`src/rtl/vdisp_pkg.sv`:
```
package vdisp_pkg;

    typedef enum logic [1:0] {
        OP_INT  = 2'd0,
        OP_V256 = 2'd1,
        OP_V512 = 2'd2,
        OP_RSVD = 2'd3
    } op_kind_e;

    // who holds the port 1 vector lane in the current cycle
    typedef enum logic [1:0] {
        L1_IDLE,   // nobody wants it
        L1_OWN,    // port 1 256-bit op uses it
        L1_LENT,   // borrowed by a fused port 0 op
        L1_CLASH   // both want it: port 1 loses
    } lane1_mode_e;

    localparam int VEC_LAT = 4;
    localparam int INT_LAT = 1;

endpackage

```
`src/rtl/vdisp_latpipe.sv`:
```
module vdisp_latpipe #(
    parameter int LAT = 4,
    parameter int DW  = 8
) (
    input  logic          clk,
    input  logic          rst,
    input  logic          in_valid,
    input  logic [DW-1:0] in_data,
    output logic          out_valid,
    output logic [DW-1:0] out_data
);
    logic [LAT-1:0] stg_vld;
    logic [DW-1:0]  stg_dat [LAT];

    genvar s;
    generate
        for (s = 0; s < LAT; s++) begin : g_stage
            if (s == 0) begin : g_head
                always_ff @(posedge clk) begin
                    if (rst) stg_vld[s] <= 1'b0;
                    else     stg_vld[s] <= in_valid;
                    stg_dat[s] <= in_data;
                end
            end else begin : g_body
                always_ff @(posedge clk) begin
                    if (rst) stg_vld[s] <= 1'b0;
                    else     stg_vld[s] <= stg_vld[s-1];
                    stg_dat[s] <= stg_dat[s-1];
                end
            end
        end
    endgenerate

    assign out_valid = stg_vld[LAT-1];
    assign out_data  = stg_dat[LAT-1];
endmodule

```
`src/rtl/vdisp_arbiter.sv`:
```
module vdisp_arbiter
    import vdisp_pkg::*;
#(
    parameter bit HAS_P5 = 1'b1
) (
    input  logic       p0_valid,
    input  logic [1:0] p0_kind,
    input  logic       p1_valid,
    input  logic [1:0] p1_kind,
    input  logic       p5_valid,
    input  logic [1:0] p5_kind,
    output logic       ready0,
    output logic       ready1,
    output logic       ready5,
    output logic       illegal,
    output logic       go_alu0,
    output logic       go_vl0,
    output logic       go_fused,
    output logic       go_alu1,
    output logic       go_vl1,
    output logic       go_u5
);
    op_kind_e    k0, k1, k5;
    lane1_mode_e l1_mode;
    logic        legal0, legal1, legal5;
    logic        fused_req, lane1_req;

    assign k0 = op_kind_e'(p0_kind);
    assign k1 = op_kind_e'(p1_kind);
    assign k5 = op_kind_e'(p5_kind);

    assign legal0 = (k0 != OP_RSVD);
    assign legal1 = (k1 == OP_INT) || (k1 == OP_V256);
    assign legal5 = HAS_P5 && (k5 == OP_V512);

    assign fused_req = p0_valid && (k0 == OP_V512);
    assign lane1_req = (k1 == OP_V256);

    always_comb begin
        if (fused_req && lane1_req) l1_mode = L1_CLASH;
        else if (fused_req)         l1_mode = L1_LENT;
        else if (lane1_req)         l1_mode = L1_OWN;
        else                        l1_mode = L1_IDLE;
    end

    always_comb begin
        unique case (l1_mode)
            L1_IDLE:  ready1 = legal1;
            L1_OWN:   ready1 = legal1;
            L1_LENT:  ready1 = legal1;
            L1_CLASH: ready1 = 1'b0;
            default:  ready1 = 1'b0;
        endcase
    end

    assign ready0 = legal0;
    assign ready5 = legal5;

    assign illegal = (p0_valid && !legal0) || (p1_valid && !legal1) ||
                     (p5_valid && !legal5);

    assign go_alu0  = p0_valid && (k0 == OP_INT);
    assign go_vl0   = p0_valid && (k0 == OP_V256);
    assign go_fused = fused_req;
    assign go_alu1  = p1_valid && ready1 && (k1 == OP_INT);
    assign go_vl1   = p1_valid && ready1 && (k1 == OP_V256);
    assign go_u5    = p5_valid && legal5;
endmodule

```
`src/rtl/vdisp_top.sv`:
```
module vdisp_top
    import vdisp_pkg::*;
#(
    parameter int TAG_W  = 6,
    parameter bit HAS_P5 = 1'b1
) (
    input  logic             clk,
    input  logic             rst,
    input  logic             p0_valid,
    input  logic [1:0]       p0_kind,
    input  logic [TAG_W-1:0] p0_tag,
    input  logic             p1_valid,
    input  logic [1:0]       p1_kind,
    input  logic [TAG_W-1:0] p1_tag,
    input  logic             p5_valid,
    input  logic [1:0]       p5_kind,
    input  logic [TAG_W-1:0] p5_tag,
    output logic             p0_ready,
    output logic             p1_ready,
    output logic             p5_ready,
    output logic             illegal_o,
    output logic             wb_alu0_valid,
    output logic [TAG_W-1:0] wb_alu0_tag,
    output logic             wb_alu1_valid,
    output logic [TAG_W-1:0] wb_alu1_tag,
    output logic             wb_vl0_valid,
    output logic [TAG_W-1:0] wb_vl0_tag,
    output logic             wb_vl0_wide,
    output logic             wb_vl1_valid,
    output logic [TAG_W-1:0] wb_vl1_tag,
    output logic             wb_u5_valid,
    output logic [TAG_W-1:0] wb_u5_tag
);
    localparam int WIDE_DW = TAG_W + 1;

    logic go_alu0, go_vl0, go_fused, go_alu1, go_vl1, go_u5;
    logic [WIDE_DW-1:0] vl0_out;

    vdisp_arbiter #(.HAS_P5(HAS_P5)) i_arb (
        .p0_valid (p0_valid),
        .p0_kind  (p0_kind),
        .p1_valid (p1_valid),
        .p1_kind  (p1_kind),
        .p5_valid (p5_valid),
        .p5_kind  (p5_kind),
        .ready0   (p0_ready),
        .ready1   (p1_ready),
        .ready5   (p5_ready),
        .illegal  (illegal_o),
        .go_alu0  (go_alu0),
        .go_vl0   (go_vl0),
        .go_fused (go_fused),
        .go_alu1  (go_alu1),
        .go_vl1   (go_vl1),
        .go_u5    (go_u5)
    );

    vdisp_latpipe #(.LAT(INT_LAT), .DW(TAG_W)) i_alu0 (
        .clk(clk), .rst(rst),
        .in_valid(go_alu0), .in_data(p0_tag),
        .out_valid(wb_alu0_valid), .out_data(wb_alu0_tag)
    );

    vdisp_latpipe #(.LAT(INT_LAT), .DW(TAG_W)) i_alu1 (
        .clk(clk), .rst(rst),
        .in_valid(go_alu1), .in_data(p1_tag),
        .out_valid(wb_alu1_valid), .out_data(wb_alu1_tag)
    );

    // port 0 lane carries both plain 256-bit and fused 512-bit ops
    vdisp_latpipe #(.LAT(VEC_LAT), .DW(WIDE_DW)) i_vl0 (
        .clk(clk), .rst(rst),
        .in_valid(go_vl0 || go_fused), .in_data({go_fused, p0_tag}),
        .out_valid(wb_vl0_valid), .out_data(vl0_out)
    );
    assign wb_vl0_wide = vl0_out[TAG_W];
    assign wb_vl0_tag  = vl0_out[TAG_W-1:0];

    vdisp_latpipe #(.LAT(VEC_LAT), .DW(TAG_W)) i_vl1 (
        .clk(clk), .rst(rst),
        .in_valid(go_vl1), .in_data(p1_tag),
        .out_valid(wb_vl1_valid), .out_data(wb_vl1_tag)
    );

    generate
        if (HAS_P5) begin : g_u5
            vdisp_latpipe #(.LAT(VEC_LAT), .DW(TAG_W)) i_u5 (
                .clk(clk), .rst(rst),
                .in_valid(go_u5), .in_data(p5_tag),
                .out_valid(wb_u5_valid), .out_data(wb_u5_tag)
            );
        end else begin : g_no_u5
            assign wb_u5_valid = 1'b0;
            assign wb_u5_tag   = '0;
        end
    endgenerate
endmodule

```
`config.mk`:
```
export PLATFORM = sky130hd
export DESIGN_NAME = vdisp_top
export DESIGN_NICKNAME = d
export VERILOG_FILES = /design/src/rtl/vdisp_pkg.sv /design/src/rtl/vdisp_latpipe.sv /design/src/rtl/vdisp_arbiter.sv /design/src/rtl/vdisp_top.sv
export SDC_FILE = /design/constraint.sdc
export NUM_CORES = 1
export LEC_CHECK = 0
export BUFFER_PORTS_ARGS = -buffer_cell sky130_fd_sc_hd__buf_2
export CAP_MARGIN = 0
export CORE_UTILIZATION = 40
export DETAILED_ROUTE_END_ITERATION = 6
export HOLD_SLACK_MARGIN = 0.02
export PLACE_DENSITY_LB_ADDON = 0.25
export SETUP_SLACK_MARGIN = 0.4
export SYNTH_ARGS = -nofsm -noshare
export SYNTH_HDL_FRONTEND = slang
export SYNTH_SLANG_ARGS = --single-unit
```
`constraint.sdc`:
```
create_clock -name clk -period 1.4 [get_ports clk]
set_clock_uncertainty 0.2 [all_clocks]
set_input_delay 0.14 -clock clk [delete_from_list [all_inputs] [get_ports clk]]
set_output_delay 0.14 -clock clk [all_outputs]
set_load 0.01 [all_outputs]
```
After elaboration in Yosys (flattened, before gate mapping). Memory sizes are Yosys's and may differ from the RTL's. Index checks and enable logic that the tools add are counted.

Register bits: 14. ROM bits: 0. Latch bits: 0. Memories: 5. Word-level logic and storage cells: 53. Memory bits (writable): 88.

Add/sub/neg operators: 0. $lt $le $gt $ge: 0. Multiply operators: 0. Bitwise logic cells: 0. Equal/unequal tests: 8. Reduce and logical (&&, ||, !) cells: 22. Shift-type cells: 0. Divide/modulo/power cells: 0. Muxes and demuxes: 4.

Memory list: i_vl0.stg_dat (words 4, bits a word 7, rd ports 4, clocked after memory_dff 0, wr ports 4, line vdisp_latpipe.sv:13) `logic [DW-1:0] stg_dat [LAT];`; g_u5.i_u5.stg_dat (words 4, bits a word 6, rd ports 4, clocked after memory_dff 0, wr ports 4, line vdisp_latpipe.sv:13); i_vl1.stg_dat (words 4, bits a word 6, rd ports 4, clocked after memory_dff 0, wr ports 4, line vdisp_latpipe.sv:13); i_alu0.stg_dat (words 1, bits a word 6, rd ports 1, clocked after memory_dff 0, wr ports 1, line vdisp_latpipe.sv:13); i_alu1.stg_dat (words 1, bits a word 6, rd ports 1, clocked after memory_dff 0, wr ports 1, line vdisp_latpipe.sv:13).

Operator list (number): logical AND 1 bit (11); equality test 2 bit, second input constant (4); equality test 2 x 1 -> 1 bit, second input constant (3); logical NOT 2 bit (3); logical OR 1 bit (4); two-way mux 2 bit (2); logical NOT 1 bit (3); OR reduction 3 bit (1); inequality test 2 bit, second input constant (1); case mux 1 bit (2 select lines) (1); two-way mux 1 bit (1).

Depth between registers and ports, before layout.
Depth after elaboration: 9. Depth in mapped cells: 2. Depth with buffers taken out: 2.

Cells and area by module. From an unflattened synthesis, not the netlist that was laid out.

Cell total of the unflattened synthesis: 130. Area, all modules: 2239.6 um^2.

By module, submodules not included: vdisp_latpipe at g_u5.i_u5 ... (area each 585.6 um^2, instances 2, cells an instance 32); vdisp_latpipe at i_vl0 (area each 665.6 um^2, instances 1, cells an instance 36); vdisp_latpipe at i_alu0 ... (area each 153.9 um^2, instances 2, cells an instance 8); vdisp_arbiter (area each 88.8 um^2, instances 1, cells an instance 13); vdisp_top (area each 6.3 um^2, instances 1, cells an instance 1).

Worst setup path before layout. OpenSTA, ideal clock, no wires.

Path type: input port to output port. From: input p5_kind[0]. To: output illegal_o. Slack: 439 ps. Path buffers: 0. Arrival: 621 ps. Cell stages on the path: 2. Path through: nand2b_1 a221o_1.

Cells in the longest elaborated chain, start to end: 4.

Ends and longest elaborated chain: start: declaration (line vdisp_top.sv:16) `input logic [1:0] p5_kind,`; equality test 2 bit (line vdisp_arbiter.sv:34) `assign legal5 = HAS_P5 && (k5 == OP_V512);`; logical NOT 1 bit (line vdisp_arbiter.sv:60) `(p5_valid && !legal5);`; logical AND 1 bit (line vdisp_arbiter.sv:60); logical OR 1 bit (line vdisp_arbiter.sv:59) `assign illegal = (p0_valid && !legal0) || (p1_valid && !legal1) ||`; end: declaration (line vdisp_top.sv:21) `output logic illegal_o,`.

Every way passes these cells.

Final worst setup path. Same ends and word-level chain as after synthesis.

==> flow_summary_export.csv <==
group,metric,value,unit
die,ios,69,
route,drt_first_pass_iters,2,
yosys,synthFlopType,"dfxtp_1",
placement,hpwl,1868,um
clock_network,clk_latency,0.33,ns
grt,grt_pass1_vias,1123,
setup_path,crit_start,"p5_kind[0]",
placement,io_buffers,68,
timing,finalSetupTns,0,ns
die,die_x,72.92,um
pwr,power.density,1555,mW/mm^2
grt,grt_use_total,12.10,%
route,ant_nets,0,
grt,grt_max_degree,15,
setup_path,start_kind,"primary input",
clock_network,root_buffer,"clkbuf_8",
setup_path,cp-endpoint,"illegal_o",
route,post-route-drc-count,0,
setup_path,crit_required,1.06,ns
timing,finalSetupViolations,0,
timing,fin_crit_sh,82.35,%
clock_network,clock-sinks,90,
yosys,yosys.cell_count.top_type,"dfxtp_1",
worst_hold_path,hold_class,"primary input to flip-flop",
route,vias,1125,
grt,gr-total-overflow,0,
setup_path,rr_worst_depth,1,
setup_path,rr_startpoint,"i_alu1.stg_dat[0][0]$_DFF_P_",
final_layout,area_delta_synth_final,52.24,%
route,drt_iter0_markers,14,
route,vias_per_cell,3.827,
final_layout,fill_cells,387,
grt,antenna_found_initial,0,
timing,max_freq,867.4,MHz
yosys,synth_area_leaders,"dfxtp_1 (90%), buf_4 (2.2%), and2b_1 (1.9%)",
timing,hold_ws,-0.06676,ns
die,rows,25,
pwr,leakagePower,1.417,nW
pwr,power,4.762,mW
pwr,vdd_drop_max,592.9,uV
yosys,yosys.cell_types.count,18,
yosys,ys_seq_area_share,89.55,%
final_layout,n_antenna_cell,0,
yosys,synth_nets,150,
yosys,synth_enable_flop_cells,0,
placement,place.gp.congestion,0.7153,
yosys,syn_avg_cell_area,16.63,sq um
placement,pre_cts_slack,0.1984,ns
setup_path,r2r_end,"i_vl1.stg_dat[1][0]$_DFF_P_",
die,die_y,72.92,um
timing,final_critical_path_setup_slack,0.2471,ns
setup_path,cp-end-kind,"primary output",
timing,rsz0062_at_grt,"yes",
final_layout,drive_above_1_share,46.70,%
yosys,synth_seq_cells,90,
timing,final_max_slew_viol_count,0,
clock_network,clk_pin_slew,0.07,ns
yosys,synth_warnings,0,
yosys,yosysTopAreaCell,"dfxtp_1",
yosys,synthArstFlopShare,0,%
setup_path,critPathArrivalTime,0.81,ns
die,die_area,0.005317,sq mm
clock_network,cts_tree,"done",
yosys,synth.cell_area,0.002012,sq mm
route,wl,3004,um
yosys,yosys-top-cells-count,"dfxtp_1 (90), buf_4 (6), and2b_1 (5), nor2b_1 (4)",
die,start_util,42.04,%
setup_path,path_class,"primary input to primary output",
clock_network,cts_buffer_depth,2,
route,avgRoutedWirePerCell,10.22,um
die,fp.coreArea,0.004786,sq mm
run,cap_violations,0,
clock_network,htreeDepth,3,
run_status,status,"complete, but fails checks",
timing,maxSlewHeadroom,85.46,%
timing,tightest_slew,0.2181,ns
grt,grt_pass1_wl,4485,um
yosys,synth.top_cell.area_share,89.55,%
run_status,violations,"hold timing",
timing,finalHoldViolations,6,
clock_network,cts-buffers-inserted,9,
setup_path,worstPathMaxFanout,2,
yosys,synthCells,121,
final_layout,finalNetCount,251,
timing,min_period,1.153,ns
setup_path,reg2reg_slack,0.64,ns
==> where the power goes <==
part           internal (mW)  switching [mW]
clock network           1.00           0.780
registers               2.69          0.0351
logic                  0.168          0.0890
==> logic make-up after synthesis <==
family	Yosys count	synth area share, %
AND/OR/NAND/NOR	20	6.654
XOR/XNOR	1	0.4354
flip-flops	90	89.55
buffers and inverters	8	2.611
AO/OA/AOI/OAI	2	0.7460
==> worst min-delay path by stage <==
stage | start | end | slack, ns | cells past startpoint
2_1_floorplan | p5_tag[0] | g_u5.i_u5.stg_dat[0][0]$_DFF_P_ | -0.03 | 0
3_3_place_gp | p0_tag[2] | i_vl0.stg_dat[0][2]$_DFF_P_ | 0.04 | 1
3_5_place_dp | p0_tag[3] | i_vl0.stg_dat[0][3]$_DFF_P_ | 0.04 | 1
4_1_cts | p1_kind[1] | i_alu1.out_valid$_SDFF_PP0_ | -0.21 | 2
5_1_grt | rst | g_u5.i_u5.stg_vld[1]$_SDFF_PP0_ | -0.05 | 2
6_report | rst | g_u5.i_u5.stg_vld[1]$_SDFF_PP0_ | -0.07 | 2
==> sequential cells by signal (all words and copies together), names as in the netlist, 3 cells and up <==
register           flops
i_vl1.stg_vld          3
g_u5.i_u5.stg_vld      3
i_alu1.stg_dat         6
i_vl0.stg_vld          3
g_u5.i_u5.stg_dat     24
i_vl1.stg_dat         18
i_vl0.stg_dat         28
==> routing by layer <==
metal	global-route usage, %	share of wire, %
met1	9.750	34
met2	22.33	56
met3	5.249	7.4
met4	9.804	2.3
met5	0	0
==> final cells by class <==
type / instances / area, sq um / share of cell area [%]
Sequential cell: 90 / 1824 / 59.56
Tap cell: 67 / 83.83 / 2.737
Timing Repair Buffer: 97 / 765.7 / 25.00
Multi-Input combinational cell: 23 / 175.2 / 5.719
Inverter: 1 / 3.754 / 0.1225
Clock buffer: 11 / 131.4 / 4.289
Clock inverter: 5 / 78.83 / 2.574
==> critical path, stage by stage <==
cell and delay, ns:
buf_6 0.09, nand2b_4 0.13, a221o_1 0.32, buf_2 0.14
==> stage by stage <==
step | util, % | instances | instance area (sq um) | hold slack [ns]
finish | 64.00 | 294 | 3063 | -0.06676
global route | 64.00 | 294 | 3063 | -0.04972
CTS | 62.27 | 291 | 2980 | -0.2094
detailed placement | 49.88 | 249 | 2387 | 0.04383
global placement | 49.88 | 249 | 2387 | 0.04197
floorplan | - | 121 | 2012 | -0.03228
==> layout by cell type, fill, tap and decap left out, types with 3 or more instances in the layout <==
cell	n
dlygate4sd3_1	24
and2b_1	5
clkbuf_8	9
buf_6	22
nor2b_1	4
buf_4	3
buf_2	46
dfxtp_1	72
dfxtp_2	18
==> what timing repair did <==
| item | 4_1_cts | 5_1_grt |
|---|---|---|
| endpoints found under the setup margin | 38 | 40 |
| setup buffers | 2 | 1 |
| hold buffers | 24 | 2 |
| resized for setup | 33 | 14 |
| endpoints found under the hold margin | 33 | 8 |
| pin swaps | 2 | 2 |
Note: power is estimated with default switching activity, not from simulation.
